File: config.mk
export PLATFORM = sky130hd
export DESIGN_NAME = aer_root_collector
export DESIGN_NICKNAME = d
export VERILOG_FILES = /design/src/rtl/aerc_pkg.sv /design/src/rtl/aerc_msg_update.sv /design/src/rtl/aerc_src_log.sv /design/src/rtl/aerc_irq_gen.sv /design/src/rtl/aer_root_collector.sv
export SDC_FILE = /design/constraint.sdc
export NUM_CORES = 1
export LEC_CHECK = 0
export ABC_CLOCK_PERIOD_IN_PS = 1800
export BUFFER_PORTS_ARGS = -buffer_cell sky130_fd_sc_hd__buf_2
export CAP_MARGIN = 20
export CORE_MARGIN = 2
export CORE_UTILIZATION = 44
export CTS_BUF_LIST = sky130_fd_sc_hd__clkbuf_2
export DETAILED_ROUTE_END_ITERATION = 16
export PLACE_DENSITY = 0.86
export SLEW_MARGIN = 30
export SYNTH_ARGS = -nofsm -noshare
export SYNTH_HDL_FRONTEND = slang
export SYNTH_SLANG_ARGS = --single-unit
File: constraint.sdc
create_clock -name clk -period 1.8 [get_ports clk]
set_clock_uncertainty 0.2 [all_clocks]
set_input_delay 0.09 -clock clk [delete_from_list [all_inputs] [get_ports clk]]
set_output_delay 0.09 -clock clk [all_outputs]
set_load 0.01 [all_outputs]
File: src/rtl/aerc_pkg.sv
// Package: shared types and bit positions of the root error status collector.
// Assumes the status register is 32 bits wide, with reporting flags in the low
// bits and the interrupt message number in the top bits.
package aerc_pkg;

    localparam int STS_W    = 32;
    localparam int REPORT_W = 7;
    localparam int CMD_W    = 3;

    // Severity codes carried with each message
    typedef enum logic [1:0] {
        SEV_COR  = 2'd0,
        SEV_NF   = 2'd1,
        SEV_FAT  = 2'd2,
        SEV_NONE = 2'd3
    } sev_e;

    // Reporting flags, most significant first (bit 6 down to bit 0)
    typedef struct packed {
        logic fat;    // bit 6 fatal received
        logic nf;     // bit 5 non-fatal received
        logic ffat;   // bit 4 first uncorrectable was fatal
        logic munc;   // bit 3 multiple uncorrectable
        logic unc;    // bit 2 uncorrectable received
        logic mcor;   // bit 1 multiple correctable
        logic cor;    // bit 0 correctable received
    } rpt_t;

    // Command enables (bit 2 fatal, bit 1 non-fatal, bit 0 correctable)
    typedef struct packed {
        logic fat;
        logic nf;
        logic cor;
    } cmd_t;

    // Interrupt condition: any received class whose enable is set
    function automatic logic irq_cond(input rpt_t r, input cmd_t c);
        return (r.cor & c.cor) | (r.nf & c.nf) | (r.fat & c.fat);
    endfunction

endpackage

File: src/rtl/aerc_msg_update.sv
// Module: computes the next reporting flags from the current flags, a
// write-one-to-clear mask and an incoming message, and says which half of the
// source register captures the requester identifier.
// Assumes: the clear is applied before the message, so a message in the same
// cycle as a clear sees the cleared flags and its own set bits survive.
module aerc_msg_update
    import aerc_pkg::*;
(
    input  rpt_t       rpt_cur,
    input  logic       clr_en,
    input  rpt_t       clr_mask,
    input  logic       msg_valid,
    input  logic [1:0] msg_sev,
    output rpt_t       rpt_next,
    output logic [1:0] cap_en      // [0] correctable half, [1] uncorrectable half
);

    rpt_t base;
    sev_e sev;

    assign sev = sev_e'(msg_sev);

    // Purpose: apply the software clear to form the base view
    always_comb begin
        base = rpt_cur;
        if (clr_en) begin
            base = rpt_cur & ~clr_mask;
        end
    end

    // Purpose: merge the message into the base view and pick capture halves
    always_comb begin
        rpt_next = base;
        cap_en   = 2'b00;
        if (msg_valid) begin
            case (sev)
                SEV_COR: begin
                    if (base.cor) rpt_next.mcor = 1'b1;
                    else          cap_en[0]     = 1'b1;
                    rpt_next.cor = 1'b1;
                end
                SEV_NF, SEV_FAT: begin
                    if (sev == SEV_FAT) begin
                        rpt_next.fat = 1'b1;
                        if (!base.unc) rpt_next.ffat = 1'b1;
                    end else begin
                        rpt_next.nf = 1'b1;
                    end
                    if (base.unc) rpt_next.munc = 1'b1;
                    else          cap_en[1]     = 1'b1;
                    rpt_next.unc = 1'b1;
                end
                default: begin
                    rpt_next = base;
                end
            endcase
        end
    end

endmodule

File: src/rtl/aerc_src_log.sv
// Module: two source-identifier lanes that load on their capture enables and
// otherwise hold. Lane 0 forms the low half and lane 1 the high half.
// Assumes: capture enables come from aerc_msg_update; reset clears both lanes.
module aerc_src_log #(
    parameter int SRC_W = 16,
    parameter int LANES = 2
) (
    input  logic                   clk,
    input  logic                   rst_n,
    input  logic [LANES-1:0]       cap_en,
    input  logic [SRC_W-1:0]       src_in,
    output logic [LANES*SRC_W-1:0] src_out
);

    for (genvar g = 0; g < LANES; g++) begin : g_lane
        logic [SRC_W-1:0] lane_q;

        // Purpose: hold the identifier of the first reporter of this class
        always_ff @(posedge clk) begin
            if (!rst_n)         lane_q <= '0;
            else if (cap_en[g]) lane_q <= src_in;
        end

        assign src_out[g*SRC_W +: SRC_W] = lane_q;
    end

endmodule

File: src/rtl/aerc_irq_gen.sv
// Module: interrupt generation. Emits a one-cycle pulse when the enabled
// condition rises while message interrupts are on, and drives a level output
// equal to the condition while they are off.
// Assumes: the "next" inputs are the values the registers take at this edge.
module aerc_irq_gen
    import aerc_pkg::*;
(
    input  logic clk,
    input  logic rst_n,
    input  logic msi_en,
    input  rpt_t rpt_cur,
    input  rpt_t rpt_next,
    input  cmd_t cmd_cur,
    input  cmd_t cmd_next,
    output logic msi_pulse,
    output logic intx_out
);

    logic cond_now;
    logic cond_after;
    logic pulse_q;

    assign cond_now   = irq_cond(rpt_cur, cmd_cur);
    assign cond_after = irq_cond(rpt_next, cmd_next);

    // Purpose: register a pulse on a false-to-true change of the condition
    always_ff @(posedge clk) begin
        if (!rst_n) pulse_q <= 1'b0;
        else        pulse_q <= msi_en & ~cond_now & cond_after;
    end

    assign msi_pulse = pulse_q;
    assign intx_out  = ~msi_en & cond_now;

endmodule

File: src/rtl/aer_root_collector.sv
// Module: root port error status collector (top). Holds the reporting flags,
// the command enables and the interrupt message number, and joins the update,
// source logging and interrupt submodules.
// Assumes: one message per cycle at most; software writes arrive as strobes.
module aer_root_collector
    import aerc_pkg::*;
#(
    parameter int SRC_W = 16,
    parameter int VEC_W = 5
) (
    input  logic               clk,
    input  logic               rst_n,
    input  logic               msg_valid,
    input  logic [1:0]         msg_sev,
    input  logic [SRC_W-1:0]   msg_src,
    input  logic               cmd_wr,
    input  logic [CMD_W-1:0]   cmd_wdata,
    input  logic               msi_en,
    input  logic               sts_w1c,
    input  logic [STS_W-1:0]   sts_wdata,
    input  logic               vec_load,
    input  logic [VEC_W-1:0]   vec_num,
    output logic [STS_W-1:0]   root_status,
    output logic [2*SRC_W-1:0] err_source,
    output logic [CMD_W-1:0]   root_cmd,
    output logic               msi_pulse,
    output logic               intx_out
);

    localparam int PAD_W = STS_W - VEC_W - REPORT_W;

    rpt_t             rpt_q;
    rpt_t             rpt_d;
    cmd_t             cmd_q;
    cmd_t             cmd_d;
    logic [VEC_W-1:0] vec_q;
    logic [1:0]       cap_en;
    logic             unused_wbits;

    assign unused_wbits = ^sts_wdata[STS_W-1:REPORT_W];

    aerc_msg_update u_update (
        .rpt_cur   (rpt_q),
        .clr_en    (sts_w1c),
        .clr_mask  (rpt_t'(sts_wdata[REPORT_W-1:0])),
        .msg_valid (msg_valid),
        .msg_sev   (msg_sev),
        .rpt_next  (rpt_d),
        .cap_en    (cap_en)
    );

    aerc_src_log #(.SRC_W(SRC_W), .LANES(2)) u_src (
        .clk     (clk),
        .rst_n   (rst_n),
        .cap_en  (cap_en),
        .src_in  (msg_src),
        .src_out (err_source)
    );

    // Purpose: next command value from the software write strobe
    always_comb begin
        cmd_d = cmd_q;
        if (cmd_wr) cmd_d = cmd_t'(cmd_wdata);
    end

    aerc_irq_gen u_irq (
        .clk       (clk),
        .rst_n     (rst_n),
        .msi_en    (msi_en),
        .rpt_cur   (rpt_q),
        .rpt_next  (rpt_d),
        .cmd_cur   (cmd_q),
        .cmd_next  (cmd_d),
        .msi_pulse (msi_pulse),
        .intx_out  (intx_out)
    );

    // Purpose: state registers for flags, enables and message number
    always_ff @(posedge clk) begin
        if (!rst_n) begin
            rpt_q <= '0;
            cmd_q <= '0;
            vec_q <= '0;
        end else begin
            rpt_q <= rpt_d;
            cmd_q <= cmd_d;
            if (vec_load) vec_q <= vec_num;
        end
    end

    assign root_status = {vec_q, {PAD_W{1'b0}}, rpt_q};
    assign root_cmd    = cmd_q;

endmodule

Word-level counts from Yosys, hierarchy flattened --
Cells that the tools add are included.
Storage, ports and cells: flip-flop bits (word level) 48, latch bits 0, memory bits (writable) 0, memory bits (read-only) 0, input port bits 65, output and inout port bits 69, word-level logic and storage cells 51, memories kept 0
Cells by class: $add $sub $neg 0, $mul 0, divide/modulo/power cells 0, magnitude comparators 0, eq/ne operators 2, shift operators 0, multiplexer cells 16, bitwise operators 17, reduce and logical (&&, ||, !) cells 2
Operators with widths (count):
- 7-bit 2-to-1 mux | 2
- 1-bit 2-to-1 mux | 10
- 1-bit AND | 9
- 7-bit AND | 1
- 7-bit inverter | 1
- 5-bit 2-to-1 mux | 1
- 2-bit 2-to-1 mux | 2
- 1-bit bitwise OR | 4
- 3-bit 2-to-1 mux | 1
- 2-bit by 1-bit == test with 1-bit output (second input constant) | 1
- 2-bit == test (second input constant) | 1
- 2-bit logical NOT | 1
- 1-bit inverter | 2
- 2-bit OR reduction | 1

Logic depth before layout (Yosys ltp) --
depth in word-level cells 11, depth in mapped cells 7

Modules after synthesis --
Synthesis repeated with hierarchy kept, for this count alone.
Unflattened totals: cell total of the unflattened synthesis 195, area, all modules 2110.8 um^2
By module, submodules not included:
- aerc_src_log | instances 1, cells an instance 103, area an instance 1234.9 um^2, seq. area each 640.6 um^2
- aer_root_collector | instances 1, cells an instance 61, area an instance 651.9 um^2, seq. area each 300.3 um^2
- aerc_msg_update | instances 1, cells an instance 26, area an instance 170.2 um^2, seq. area each 0.0 um^2
- aerc_irq_gen | instances 1, cells an instance 5, area an instance 53.8 um^2, seq. area each 20.0 um^2

Least setup slack after synthesis --
OpenSTA, ideal clock, no wires.
kind flip-flop to flip-flop, start register rpt_q, in the netlist root_status[0], end register u_src.g_lane[0].lane_q[10], library setup time 120 ps, data arrival time 1004 ps, setup slack 477 ps, cell stages (with the launch flop) 6, period minus slack after synthesis 1323 ps, cells stage by stage dfxtp_1 -> a21bo_1 -> buf_6 -> buf_4 -> nand3_1 -> a21boi_1
On the way: cells in the longest elaborated chain, start to end 5
Ends and longest elaborated chain:
- start, declared | RTL line aer_root_collector.sv:32 | rpt_t rpt_q;
- start signal, assigned | RTL line aer_root_collector.sv:85 | rpt_q <= rpt_d;
- 7-bit AND | RTL line aerc_msg_update.sv:27 | base = rpt_cur & ~clr_mask;
- 7-bit 2-to-1 mux * | RTL line aerc_msg_update.sv:26 | if (clr_en) begin
- 1-bit 2-to-1 mux * | RTL line aerc_msg_update.sv:38 | if (base.cor) rpt_next.mcor = 1'b1;
- 1-bit 2-to-1 mux * | RTL line aerc_msg_update.sv:36 | case (sev)
- 2-bit 2-to-1 mux * | RTL line aerc_msg_update.sv:35 | if (msg_valid) begin
- end signal, assigned | RTL line aerc_src_log.sv:21 | else if (cap_en[g]) lane_q <= src_in;
- end, declared | RTL line aerc_src_log.sv:16 | logic [SRC_W-1:0] lane_q;
Every way passes the cells marked *; elsewhere a longest branch is shown, timed or not. A chain may end at the register's enable or synchronous reset.

Worst setup path after layout --
start register rpt_q, in the netlist root_status[5], end output intx_out
On the way: cells in the longest elaborated chain, start to end 4
Ends and longest elaborated chain:
- 1-bit AND | RTL line aerc_pkg.sv:38 | return (r.cor & c.cor) | (r.nf & c.nf) | (r.fat & c.fat);
- 1-bit bitwise OR (2 in series) | RTL line aerc_pkg.sv:38
- 1-bit AND | RTL line aerc_irq_gen.sv:33 | assign intx_out = ~msi_en & cond_now;
- end, declared | RTL line aer_root_collector.sv:27 | output logic intx_out
Every way passes these cells.

==> metrics <==
FFs w/ async S/R, synth=0; Fin. Hold Viols=0; die height=74.59 µm; Num CTS Buffers=5; TritonRoute pass-1 iters=4; CP Launch Type=register; Max VDD drop=around 0.00035 V; clock sink count=48; drt total wl=6.545 mm; CTS root buf=clkbuf_2; fin util=0.6426; Mean Syn Cell Area=between 9 and 10 µm²; maximum clock insertion buffer count=2; Cells after Synth=236; Final Max Slew Viols=0; Design Area, Final=0.003055 mm²; Core ar.=between 0.004 and 0.005 mm²; Peak Freq=0.5591 GHz; Post-DP HPWL=3.877 mm; largest net degree at the start of global routing=28; setup bufs post-CTS=0; setup TNS=0 ns; via/cell ratio=5.145; Slew headroom=0.6187; combinational power share=0.213; buffers added on ports=88; DIE WIDTH=74.59 µm; Crit. End Element=output pin; post-layout min period=about 1.8 ns; layout cell share with drive strength beyond 1=0.2853; worst-skew pair later-pin latency=0.43 ns; critical-path cell list=a222oi_1 > nor2_1 > buf_2; commonest cells in the netlist=48 x dfxtp_1, 33 x nand3_1, 32 x o21ai_0, 24 x buf_4, 22 x a21boi_1; Antenna Nets Post-Route=0; DRC viols=0; WS Path Type=register to output pin; Area Growth Syn to Fin=39.38%; prevailing post-synth register cell=dfxtp_1; Post-DP Area=about 0.0026 mm²; 1st-iter DRT viols=147; crit share post-route=0.9937; Arrival @ worst endpoint=around 1.5 ns; top post-synthesis cells by area=dfxtp_1 44%, buf_4 8.2%, a21boi_1 7.5%; vias in the first global route=2074; Worst EP required=1.51 ns; RSZ-0062 raised after global routing=true; outcome=finished clean; Synthesis Warnings=0; synthesized area=about 0.0022 mm²; Flop pwr share=0.569; initial antenna violation count=0; Synth area leader=dfxtp_1; sequential fraction of the synthesis area=0.4384; Post-synth EDFFs=0; Worst-path clk slew=roughly 0.24 ns; number of placement rows=25; I/O pins=134; drt wl/cell=15.29 µm; Pwr Density=658.2 mW/mm²; Antenna Cells=0; Final setup viols=0; internal power=1415 µW; DR vias=2202; first-pass GRT wire length=9.908 mm; synth unique cells=30; Top delay family on crit path=compound AO/OA/AOI/OAI gates; Buf+Inv Stages, Crit Path=1; Initial Util=0.4611; Clock Power Share=0.218; gr usage total=0.2362; worst hold-check path type=input pin to register; Fin Hold WS=0.06960 ns; CTS tree=built; most common cell in the netlist=dfxtp_1; Reg2Reg Setup Slack=0.10 ns; sw power=between 500 and 600 µW; slowest stage delay, CP=0.47 ns; CP max FO=3; H-Tree Depth=2; die area=0.005563 mm²; Final nets=roughly 430; Leak=0.001403 µW; register bit total from synthesis=between 40 and 50; total congestion overflow=0; Sw Ratio=0.2964; Final GP Congestion=0.7573; Slowest-stage cell, CP=a222oi_1; max_cap viols=0; Yosys top cell area share=0.4384; Slew @ Worst Pin=between 0.5 and 0.6 ns
## worst register-to-register path, cell delays in order, from the launching register on
cell           delay, ns
dfxtp_1             0.43
mux2i_1             0.09
dlygate4sd3_1       0.59
a21o_1              0.18
a31oi_1             0.16
## power by group through the flow
stage               Clock (µW)  Sequential (µW)  Combinational, µW
finish                     438             1140                429
global route               484             1150                467
CTS                        440             1140                419
detailed placement           0             1160                336
global placement             0             1160                327
floorplan                    0             1180                211
## stage by stage
stage | power (µW) | cells | setup slack, ns
3_3_place_gp | 1487 | 375 | 0.2984
6_report | 2011 | 428 | 0.01126
2_1_floorplan | 1395 | 255 | 0.4766
4_1_cts | 2000 | 428 | 0.09733
3_5_place_dp | 1498 | 375 | 0.2496
5_1_grt | 2101 | 428 | -0.1093
## layer usage
metal / share of wire / GRT usage / vias up
met5: 0 / 0 / -
met4: 0.025 / 0.09127 / 0
met1: 0.42 / 0.2771 / 1060
met3: 0.059 / 0.05420 / 15
li1: - / - / 1035
met2: 0.50 / 0.4169 / 92
## kinds of logic (layout without fill, tap and decap cells)
family | count (synthesis) | count (layout) | synth area share
flip-flops | 48 | 48 | 0.4384
multiplexers | 8 | 8 | 0.03653
other | 1 | 20 | 0.001711
AND/OR/NAND/NOR | 54 | 54 | 0.1296
buffers and inverters | 41 | 147 | 0.1244
AO/OA/AOI/OAI | 82 | 82 | 0.2580
adder cells (fa/ha/maj) | 2 | 2 | 0.01141
## what timing repair did
| item | in CTS | in global routing |
|---|---|---|
| hold buffers | 45 | 0 |
| hold endpoints to repair | 47 | 0 |
| setup endpoints to repair | 0 | 1 |
| resized for setup | 0 | 1 |
## sequential cells by signal, summed over array words and instances, names as in the netlist
name	count
u_src.g_lane.lane_q	32
root_status	7
vec_q	5
root_cmd	3
u_irq.msi_pulse	1
## layout by cell type (no fill, tap or decap), drive strengths merged
cell         Yosys  layout
a31oi            1       1
a222oi           1       1
nor2             1       1
a22oi            2       2
a21boi          38      38
clkinv           0       3
a32oi            1       1
and2             2       2
o21bai           2       2
nand3           33      33
nand2            5       5
mux2i            8       8
a21o             1       1
dfxtp           48      48
ha               2       2
buf             31      92
clkbuf           8       5
conb             1      20
and3             1       1
nor2b           11      11
o21a             2       2
and3b            1       1
o21ai           32      32
inv              2       2
a21bo            2       2
dlygate4sd3      0      45
## final cells by class
cell class	instances	area [µm²]
well taps	67	83.83
clock inverters	3	13.76
multi-input cells	166	1030
repair buffers	137	933.4
flip-flops and latches	48	962.2
clock buffers	5	25.02
inverters	2	7.507
fillers	410	1699
## worst paths after layout
path                                                         startpoint                                       to  depth (start not counted)
worst min-delay path                                         msg_sev[0]                root_status[4]$_SDFF_PN0_                          5
worst max-delay path                          root_status[5]$_SDFF_PN0_                                 intx_out                          3
worst min register to register  u_src.g_lane[1].lane_q[12]$_SDFFE_PN0P_  u_src.g_lane[1].lane_q[12]$_SDFFE_PN0P_                          2
worst max register to register                   root_cmd[0]$_SDFF_PN0_               u_irq.msi_pulse$_SDFF_PN0_                          4
No activity file was read; power rests on OpenSTA's default activity.
